$ cat src/rtl/bc_pkg.sv
package bc_pkg;
  typedef enum logic [2:0] {
    REG_CFG  = 3'd0,
    REG_REF  = 3'd1,
    REG_MASK = 3'd2,
    REG_XFER = 3'd3
  } bc_reg_e;
endpackage

$ cat src/rtl/bc_cfg_regs.sv
module bc_cfg_regs
  import bc_pkg::*;
#(
  parameter int TAPS    = 256,
  parameter int DW      = 8,
  parameter int WCODE_W = 2,
  localparam int NBYTES = TAPS / DW,
  localparam int PW     = $clog2(NBYTES)
) (
  input  logic               clk_i,
  input  logic               rst_ni,
  input  logic               sample_vld_i,
  input  logic               wr_en_i,
  input  logic [2:0]         wr_addr_i,
  input  logic [DW-1:0]      wr_data_i,
  output logic [WCODE_W-1:0] width_o,
  output logic [TAPS-1:0]    ref_act_o,
  output logic [TAPS-1:0]    mask_act_o,
  output logic               xfer_pend_o,
  output logic [PW-1:0]      ref_ptr_o
);
  logic [TAPS-1:0]    ref_sh_q, mask_sh_q, ref_act_q, mask_act_q;
  logic [PW-1:0]      ref_ptr_q, mask_ptr_q;
  logic [WCODE_W-1:0] width_q;
  logic               pend_q;
  logic               xfer_wr;

  assign xfer_wr = wr_en_i && (wr_addr_i == REG_XFER);

  always_ff @(posedge clk_i or negedge rst_ni) begin
    if (!rst_ni) begin
      ref_sh_q   <= '0;
      mask_sh_q  <= '0;
      ref_act_q  <= '0;
      mask_act_q <= '0;
      ref_ptr_q  <= '0;
      mask_ptr_q <= '0;
      width_q    <= '0;
      pend_q     <= 1'b0;
    end else begin
      // swap lands on the edge that shifts the next valid sample
      if (pend_q && sample_vld_i) begin
        ref_act_q  <= ref_sh_q;
        mask_act_q <= mask_sh_q;
      end
      pend_q <= xfer_wr || (pend_q && !sample_vld_i);
      if (wr_en_i) begin
        case (wr_addr_i)
          REG_CFG: begin
            width_q    <= wr_data_i[WCODE_W-1:0];
            ref_ptr_q  <= '0;
            mask_ptr_q <= '0;
          end
          REG_REF: begin
            ref_sh_q[int'(ref_ptr_q)*DW +: DW] <= wr_data_i;
            ref_ptr_q <= ref_ptr_q + 1'b1;
          end
          REG_MASK: begin
            mask_sh_q[int'(mask_ptr_q)*DW +: DW] <= wr_data_i;
            mask_ptr_q <= mask_ptr_q + 1'b1;
          end
          default: ;
        endcase
      end
    end
  end

  assign width_o     = width_q;
  assign ref_act_o   = ref_act_q;
  assign mask_act_o  = mask_act_q;
  assign xfer_pend_o = pend_q;
  assign ref_ptr_o   = ref_ptr_q;
endmodule

$ cat src/rtl/bc_tap_section.sv
module bc_tap_section #(
  parameter int N     = 32,
  localparam int CW   = $clog2(N + 1)
) (
  input  logic          clk_i,
  input  logic          rst_ni,
  input  logic          shift_i,
  input  logic          din_i,
  input  logic [N-1:0]  ref_i,
  input  logic [N-1:0]  mask_i,
  output logic          dout_o,
  output logic [CW-1:0] hits_o
);
  logic [N-1:0] cells_q;

  always_ff @(posedge clk_i or negedge rst_ni) begin
    if (!rst_ni)      cells_q <= '0;
    else if (shift_i) cells_q <= {cells_q[N-2:0], din_i};
  end

  always_comb begin
    hits_o = '0;
    for (int j = 0; j < N; j++)
      hits_o = hits_o + CW'(~mask_i[j] & ~(cells_q[j] ^ ref_i[j]));
  end

  assign dout_o = cells_q[N-1];
endmodule

$ cat src/rtl/bc_plane_sum.sv
module bc_plane_sum #(
  parameter int NUM_SECT = 8,
  parameter int MAX_W    = 8,
  parameter int CW       = 6,
  parameter int SW       = 9,
  parameter int WCODE_W  = 2,
  localparam int SECT_LG = $clog2(NUM_SECT),
  localparam int LANE_W  = (MAX_W > 1) ? $clog2(MAX_W) : 1
) (
  input  logic [NUM_SECT-1:0][CW-1:0] sec_cnt_i,
  input  logic [WCODE_W-1:0]          code_i,
  output logic [MAX_W-1:0][SW-1:0]    plane_o
);
  // a section only feeds the plane of its lane; higher planes stay zero
  always_comb begin
    plane_o = '0;
    for (int s = 0; s < NUM_SECT; s++)
      plane_o[LANE_W'(SECT_LG'(s) >> (SECT_LG - int'(code_i)))] =
        plane_o[LANE_W'(SECT_LG'(s) >> (SECT_LG - int'(code_i)))] + SW'(sec_cnt_i[s]);
  end
endmodule

$ cat src/rtl/bin_corr_array.sv
module bin_corr_array #(
  parameter int SECT_TAPS = 32,
  parameter int NUM_SECT  = 8,
  parameter int MAX_W     = 8
) (
  input  logic                       clk_i,
  input  logic                       rst_ni,
  input  logic [MAX_W-1:0]           sample_i,
  input  logic                       sample_vld_i,
  input  logic                       wr_en_i,
  input  logic [2:0]                 wr_addr_i,
  input  logic [7:0]                 wr_data_i,
  output logic [MAX_W*$clog2(SECT_TAPS*NUM_SECT+1)-1:0] score_o,
  output logic                       score_vld_o
);
  localparam int TAPS    = SECT_TAPS * NUM_SECT;
  localparam int SECT_LG = $clog2(NUM_SECT);
  localparam int LOG_W   = $clog2(MAX_W);
  localparam int LANE_W  = (MAX_W > 1) ? LOG_W : 1;
  localparam int WCODE_W = (LOG_W > 0) ? $clog2(LOG_W + 1) : 1;
  localparam int SW      = $clog2(TAPS + 1);
  localparam int CW      = $clog2(SECT_TAPS + 1);
  localparam int TAP_IW  = $clog2(TAPS);
  localparam int PW      = $clog2(TAPS / 8);

  logic [WCODE_W-1:0]          width_q;
  logic [TAPS-1:0]             ref_act, mask_act, ref_cell;
  logic                        xfer_pend;
  logic [PW-1:0]               ref_ptr;
  logic [NUM_SECT-1:0]         sec_in, sec_out, sec_prev;
  logic [NUM_SECT-1:0][CW-1:0] sec_cnt;
  logic [MAX_W-1:0][SW-1:0]    plane, score_q;
  logic                        vld_q, score_vld_q;

  bc_cfg_regs #(.TAPS(TAPS), .DW(8), .WCODE_W(WCODE_W)) u_regs (
    .clk_i       (clk_i),
    .rst_ni      (rst_ni),
    .sample_vld_i(sample_vld_i),
    .wr_en_i     (wr_en_i),
    .wr_addr_i   (wr_addr_i),
    .wr_data_i   (wr_data_i),
    .width_o     (width_q),
    .ref_act_o   (ref_act),
    .mask_act_o  (mask_act),
    .xfer_pend_o (xfer_pend),
    .ref_ptr_o   (ref_ptr)
  );

  // reference is per lane position, shared by all planes
  always_comb begin
    for (int i = 0; i < TAPS; i++)
      ref_cell[i] = ref_act[TAP_IW'(i) & (TAP_IW'(TAPS - 1) >> width_q)];
  end

  assign sec_prev = {sec_out[NUM_SECT-2:0], 1'b0};

  // a section that starts a lane takes a sample bit, else chains on
  always_comb begin
    for (int s = 0; s < NUM_SECT; s++)
      sec_in[s] = ((SECT_LG'(s) & (SECT_LG'(NUM_SECT - 1) >> width_q)) == '0)
                ? sample_i[LANE_W'(SECT_LG'(s) >> (SECT_LG - int'(width_q)))]
                : sec_prev[s];
  end

  for (genvar s = 0; s < NUM_SECT; s++) begin : g_sect
    bc_tap_section #(.N(SECT_TAPS)) u_sect (
      .clk_i  (clk_i),
      .rst_ni (rst_ni),
      .shift_i(sample_vld_i),
      .din_i  (sec_in[s]),
      .ref_i  (ref_cell[s*SECT_TAPS +: SECT_TAPS]),
      .mask_i (mask_act[s*SECT_TAPS +: SECT_TAPS]),
      .dout_o (sec_out[s]),
      .hits_o (sec_cnt[s])
    );
  end

  bc_plane_sum #(
    .NUM_SECT(NUM_SECT), .MAX_W(MAX_W), .CW(CW), .SW(SW), .WCODE_W(WCODE_W)
  ) u_sum (
    .sec_cnt_i(sec_cnt),
    .code_i   (width_q),
    .plane_o  (plane)
  );

  always_ff @(posedge clk_i or negedge rst_ni) begin
    if (!rst_ni) begin
      vld_q       <= 1'b0;
      score_vld_q <= 1'b0;
      score_q     <= '0;
    end else begin
      vld_q       <= sample_vld_i;
      score_vld_q <= vld_q;
      if (vld_q) score_q <= plane;
    end
  end

  assign score_o     = score_q;
  assign score_vld_o = score_vld_q;
endmodule

$ cat config.mk
export PLATFORM = sky130hd
export DESIGN_NAME = bin_corr_array
export DESIGN_NICKNAME = d
export VERILOG_FILES = /design/src/rtl/bc_pkg.sv /design/src/rtl/bc_cfg_regs.sv /design/src/rtl/bc_tap_section.sv /design/src/rtl/bc_plane_sum.sv /design/src/rtl/bin_corr_array.sv
export SDC_FILE = /design/constraint.sdc
export NUM_CORES = 2
export LEC_CHECK = 0
export CORE_MARGIN = 2
export CORE_UTILIZATION = 50
export CTS_CLUSTER_SIZE = 25
export DETAILED_ROUTE_END_ITERATION = 10
export DONT_BUFFER_PORTS = 1
export PLACE_DENSITY = 0.67
export SETUP_SLACK_MARGIN = 0.4
export SLEW_MARGIN = 10
export SYNTH_ARGS = -nofsm -noshare
export SYNTH_HDL_FRONTEND = slang
export SYNTH_SLANG_ARGS = --single-unit
$ cat constraint.sdc
create_clock -name clk_i -period 17.2 [get_ports clk_i]
set_input_delay 2.58 -clock clk_i [delete_from_list [all_inputs] [get_ports clk_i]]
set_output_delay 2.58 -clock clk_i [all_outputs]
set_load 0.02 [all_outputs]
* Word level (Yosys, flattened, before mapping)
Memories as Yosys holds them, arrays and structs flattened. Index checks and enable logic that the tools add are counted.
Storage, ports and cells: register bits after elaboration 1367, latch bits 0, bits in writable memories 0, memory bits (read-only) 72, input port bits 23, logic and storage cells 2347, memories 1
Memory list:
- (name not given) | depth 8, bits a word 9, read ports 1, clocked after Yosys merged registers in 0, write ports 0, line bc_plane_sum.sv:19 | plane_o[LANE_W'(SECT_LG'(s) >> (SECT_LG - int'(code_i)))] + SW'(sec_cnt_i[s]);
Operators by class: add/subtract/negate cells 261, multiply operators 0, div/mod/pow operators 0, order comparisons 271, eq/ne operators 3, shift-type cells 14, multiplexer cells 718, bitwise gates (word level) 1025, reduce and logical (&&, ||, !) cells 28
Operators with widths (count):
- 6-bit bitwise AND | 256
- 1-bit NOT with 6-bit output | 256
- 6-bit NOT | 256
- 6-bit adder | 248
- 8-bit by 10-bit < comparator with 1-bit output (second input constant) | 128
- 7-bit by 9-bit < comparator with 1-bit output (second input constant) | 64
- 256-bit bitwise mux | 2
- 8-bit by 33-bit variable shift with 256-bit output (first input constant) | 2
- 8-bit by 33-bit indexed part select with 256-bit output | 2
- 72-bit bitwise mux | 7
- 1-bit 2-to-1 mux | 413
- 6-bit by 9-bit < comparator with 1-bit output (second input constant) | 32
- 1-bit binary-select mux with 4-bit select | 70
- 1-bit binary-select mux with 5-bit select | 56
- 1-bit XOR | 256
- 9-bit demux with 3-bit select | 8
- 9-bit 2-to-1 mux | 24
- 1-bit binary-select mux with 3-bit select | 64
- 9-bit binary-select mux with 3-bit select | 7
- 1-bit binary-select mux with 6-bit select | 28
- 5-bit by 9-bit < comparator with 1-bit output (second input constant) | 16
- 3-bit by 32-bit right shift with 3-bit output (first input constant) | 4
- 9-bit by 6-bit adder with 9-bit output | 8
- 72-bit bitwise AND | 1
- 25 further kinds | 112

* Longest topological paths before layout
word-level depth 74, depth in mapped cells 73, mapped depth without buffers 68

* Hierarchy
A second synthesis with hierarchy kept.
Second synthesis, totals: cell total of the unflattened synthesis 6231, area total of the unflattened synthesis 73565.6 um2
By module, submodules not included:
- bc_cfg_regs | instances 1, cells an instance 3018, area an instance 39913.3 um2
- bc_tap_section at g_sect[0].u_sect ... | instances 5, cells an instance 199, area an instance 2496.1 um2
- bc_tap_section at g_sect[5].u_sect ... | instances 3, cells an instance 203, area an instance 2551.2 um2
- bin_corr_array | instances 1, cells an instance 651, area an instance 7335.8 um2
- bc_plane_sum | instances 1, cells an instance 958, area an instance 6182.2 um2

* Worst setup path before layout
No wires, ideal clock.
path kind register -> register, from reg u_regs.width_q[1], in the netlist u_regs.width_o[1], to reg score_q, in the netlist score_o[8], data arrival time 15575 ps, data required time 17118 ps, path slack 1543 ps, stages on the path, launching flop included 70, path buffers 5, period minus slack after synthesis 15657 ps, cell sequence dfrtp_1 > ha_1 > clkbuf_1 > buf_2 > buf_1 > clkbuf_1 > clkbuf_1 > mux2i_1 > xor2_1 > nand2b_1 > fa_1 > fa_1 > inv_1 > fa_1 > inv_1 > fa_1 > fa_1 > fa_1 > [34 not listed] > ha_1 > xnor2_1 > a21oi_1 > a21oi_1 > nand2_1 > a21oi_1 > ha_1 > a21oi_1 > xnor2_1 > mux2i_1 > mux4_2 > nor2_1 > ha_1 > a21o_1 > o211ai_1 > a211oi_2 > or4_1 > a31oi_1
On the way: longest elaborated chain between the ends 74
Ends and longest elaborated chain:
- start, declared | line bc_cfg_regs.sv:24 | logic [WCODE_W-1:0] width_q;
- start signal, assigned | line bc_cfg_regs.sv:50 | width_q <= wr_data_i[WCODE_W-1:0];
- 8-bit by 2-bit right shift with 8-bit output | line bin_corr_array.sv:52 | ref_cell[i] = ref_act[TAP_IW'(i) & (TAP_IW'(TAPS - 1) >> width_q)];
- 1-bit 2-to-1 mux (not written as such) (2 in a row) | line bin_corr_array.sv:52
- 1-bit XOR | line bc_tap_section.sv:24 | hits_o = hits_o + CW'(~mask_i[j] & ~(cells_q[j] ^ ref_i[j]));
- 6-bit NOT | line bc_tap_section.sv:24
- 6-bit bitwise AND | line bc_tap_section.sv:24
- 6-bit adder (31 in a row) | line bc_tap_section.sv:24
- 9-bit by 6-bit adder with 9-bit output | line bc_plane_sum.sv:19
- 72-bit bitwise AND (no source line)
- [25 not listed]
- 9-bit binary-select mux with 3-bit select | line bc_plane_sum.sv:19
- 9-bit 2-to-1 mux (not written as such) (2 in a row) | line bc_plane_sum.sv:19
- 9-bit by 6-bit adder with 9-bit output | line bc_plane_sum.sv:19
- 72-bit bitwise mux | line bc_plane_sum.sv:18 | plane_o[LANE_W'(SECT_LG'(s) >> (SECT_LG - int'(code_i)))] =
- 9-bit binary-select mux with 3-bit select | line bc_plane_sum.sv:19
- 9-bit 2-to-1 mux (not written as such) (2 in a row) | line bc_plane_sum.sv:19
- 9-bit by 6-bit adder with 9-bit output | line bc_plane_sum.sv:19
- 72-bit bitwise mux * | line bc_plane_sum.sv:18
- end signal, assigned | line bin_corr_array.sv:94 | if (vld_q) score_q <= plane;
- end, declared | line bin_corr_array.sv:32 | logic [MAX_W-1:0][SW-1:0] plane, score_q;
Mark *: on every way between the ends. The rest lies on a longest branch, timed or not. The select of a mux whose other input is x is not followed. A chain may end at the register's enable or synchronous reset.

* Final worst setup path
from reg u_regs.width_q[1], in the netlist u_regs.width_o[1], to reg score_q, in the netlist score_o[35]
Same word-level chain as after synthesis.

==> results_dict.tcl <==
set metrics [dict create \
    path_common_cell "fa_1" \
    synth_warnings 0 \
    core_area_um2 141000 \
    num_vias 48600 \
    rows 138 \
    synth_cell_type_count 90 \
    critPathMaxStageDelay_ns 0.70 \
    numCtsBuffers 147 \
    grt-ovfl-total 0 \
    hold_violations 0 \
    place.gp.congestion 0.984 \
    clk_latency_ns 0.81 \
    seq_area_frac_synth_pct 48.0 \
    worst_slew_pin_slew_ns 1.26 \
    yosys.cell_count.top_type "dfrtp_1" \
    cts_tree "done" \
    dpl.cell_count 7868 \
    fin_crit_ns 16.12 \
    yosys-top-cells-count "1367 x dfrtp_1, 949 x mux2_2, 618 x nand2_1" \
    grt_first_pass_wirelength_mm 329 \
    drive_gt1_share_pct 22.0 \
    max_freq_ghz 0.0620 \
    arrival_ns 16.75 \
    syn-num-nets 6578 \
    io_buffers 0 \
    slew_headroom_pct 15.8 \
    nets 6469 \
    end_kind "flop" \
    first_pass_iters 6 \
    grt_max_degree 266 \
    worstSetupPathType "reg2reg" \
    die-area_um2 146000 \
    start_util_pct 50.4 \
    crit_required_ns 17.83 \
    grt_usage_pct 30.5 \
    antenna_left 0 \
    status "complete, no violations" \
    antenna_found_initial 3 \
    clk_pin_slew_ns 0.06 \
    wire_per_inst_um 27.2 \
    place_hpwl_mm 155 \
    cp_slowest_cell "fa_1" \
    dieHeight_um 381 \
    clockBufferDepth 3 \
    setup_viol 0 \
    regToRegSetupSlack_ns 1.08 \
    cts_hold_buf 0 \
    synth_area_per_cell_um2 11.4 \
    tns_ns 0 \
    grt_pass1_vias 48600 \
    synth_area_leader_cell "dfrtp_1" \
    drtIter0Drc 4350 \
    synthToLayoutAreaGrowth_pct 9.96 \
    finClkSkew_ns 0.0606 \
    synth-async-reset-ratio_pct 100 \
    synth_top_area_share_pct 48.0 \
    period_share_pct 93.7 \
    rsz0062_at_grt "false" \
    start_kind "flop" \
    die_w_um 381 \
    synthCells 6241 \
    viasPerCell 5.97 \
    synth_edf_count 0 \
    synth.cell_area_um2 71200 \
    maxCapViolCount 0 \
    num_io_pins 96 \
    fin_cells 8136 \
    slew_violations 0 \
    cts_htree_levels 4 \
    synth-main-ff-cell "dfrtp_1" \
    synth_area_leaders "dfrtp_1 48%, mux2_2 15%, fa_1 5.6%" \
    drt_wl_total_mm 221 \
    path_max_fanout 11 \
    cts_sinks 1367 \
    ys_ff_latch 1367 \
    drc_errors 0 \
    cts_root_buffer "clkbuf_16" \
    hp-class "reg2reg" \
    fin_util_pct 55.4 \
]
layer usage:
layer  GRT usage [%]  vias up  share of wire, %
li1                -    21300                 -
met1            41.2    25000                42
met2            48.4     1785                46
met3            6.00      442               7.5
met4            12.6        2               4.4
met5               0        -            0.0032
final cells by class:
class / count / area (µm²)
fill: 12000 / 63100
multi-input combinational: 4285 / 35000
sequential: 1367 / 34200
clock buffer: 214 / 4290
tap: 1890 / 2360
inverter: 248 / 931
timing repair buffer: 83 / 853
clock inverter: 46 / 661
antenna: 3 / 7.51
timing repair:
item                       in CTS  in global routing
setup endpoints to repair       0                 23
setup buffers                   0                  5
resized for setup               0                 11
registers in the layout, summed over array words and instances (netlist names):
register and count:
u_regs.mask_ptr_q 5, u_regs.mask_act_o 256, u_regs.ref_sh_q 256, score_o 72
u_regs.xfer_pend_o 1, g_sect.u_sect.cells_q 256, u_regs.mask_sh_q 256, score_vld_o 1
u_regs.ref_ptr_o 5, u_regs.width_o 2, u_regs.ref_act_o 256, vld_q 1
worst max-delay path: cells and delay by family, from the launching register on:
kind | cells | cell delay (ns)
muxes | 6 | 1.70
DFF | 1 | 0.52
xor gates and xnor gates | 5 | 1.31
buffers and inverters | 7 | 0.66
adders and majority gates | 16 | 7.04
AOI/OAI and AO/OA | 17 | 3.69
and+or+nand+nor | 7 | 1.00
metrics by stage:
| step | cell area [µm²] | setup WS [ns] | hold slack (ns) |
|---|---|---|---|
| 2_1_floorplan | 71200 | 1.54 | 0.352 |
| 3_3_place_gp | 73300 | 1.01 | 0.451 |
| 3_5_place_dp | 73300 | 0.883 | 0.457 |
| 4_1_cts | 78200 | 0.839 | 0.475 |
| 5_1_grt | 78300 | 0.348 | 0.496 |
| 6_report | 78300 | 1.08 | 0.472 |
kinds of logic (layout without fill, tap and decap cells):
logic type,Yosys count,in the layout,synth area share (%)
compound gates,993,993,8.47
xor+xnor,336,336,4.13
fa+ha+maj,314,314,7.61
buf+inv,589,591,3.13
flops,1367,1367,48.0
mux,1202,1202,19.5
other cells,0,3,0
simple gates,1440,1440,9.18
layout by cell type, fill, tap and decap left out, types with 111 or more instances in the layout:
cell / count
o21ai_0: 415
nor2_1: 344
xnor2_1: 206
ha_1: 111
dfrtp_1: 1364
mux2_2: 949
fa_1: 198
inv_1: 246
clkbuf_16: 149
xor2_1: 123
nand2_1: 616
a21oi_1: 226
mux2i_1: 201
nand2b_1: 186
final timing paths:
path	startpoint	endpoint	depth (start not counted)
max reg2reg	u_regs.width_o[1]	score_o[35]	58
min in group asynchronous	rst_ni	score_o[33]	0
max	u_regs.width_o[1]	score_o[35]	58
min	u_regs.ref_sh_q[250]	u_regs.ref_sh_q[250]	2
max in group asynchronous	rst_ni	u_regs.mask_act_o[147]	7
min reg2reg	u_regs.ref_sh_q[250]	u_regs.ref_sh_q[250]	2
Power is not shown: default switching activity piles up to over one toggle a cycle in this logic, so the estimate is an artifact.
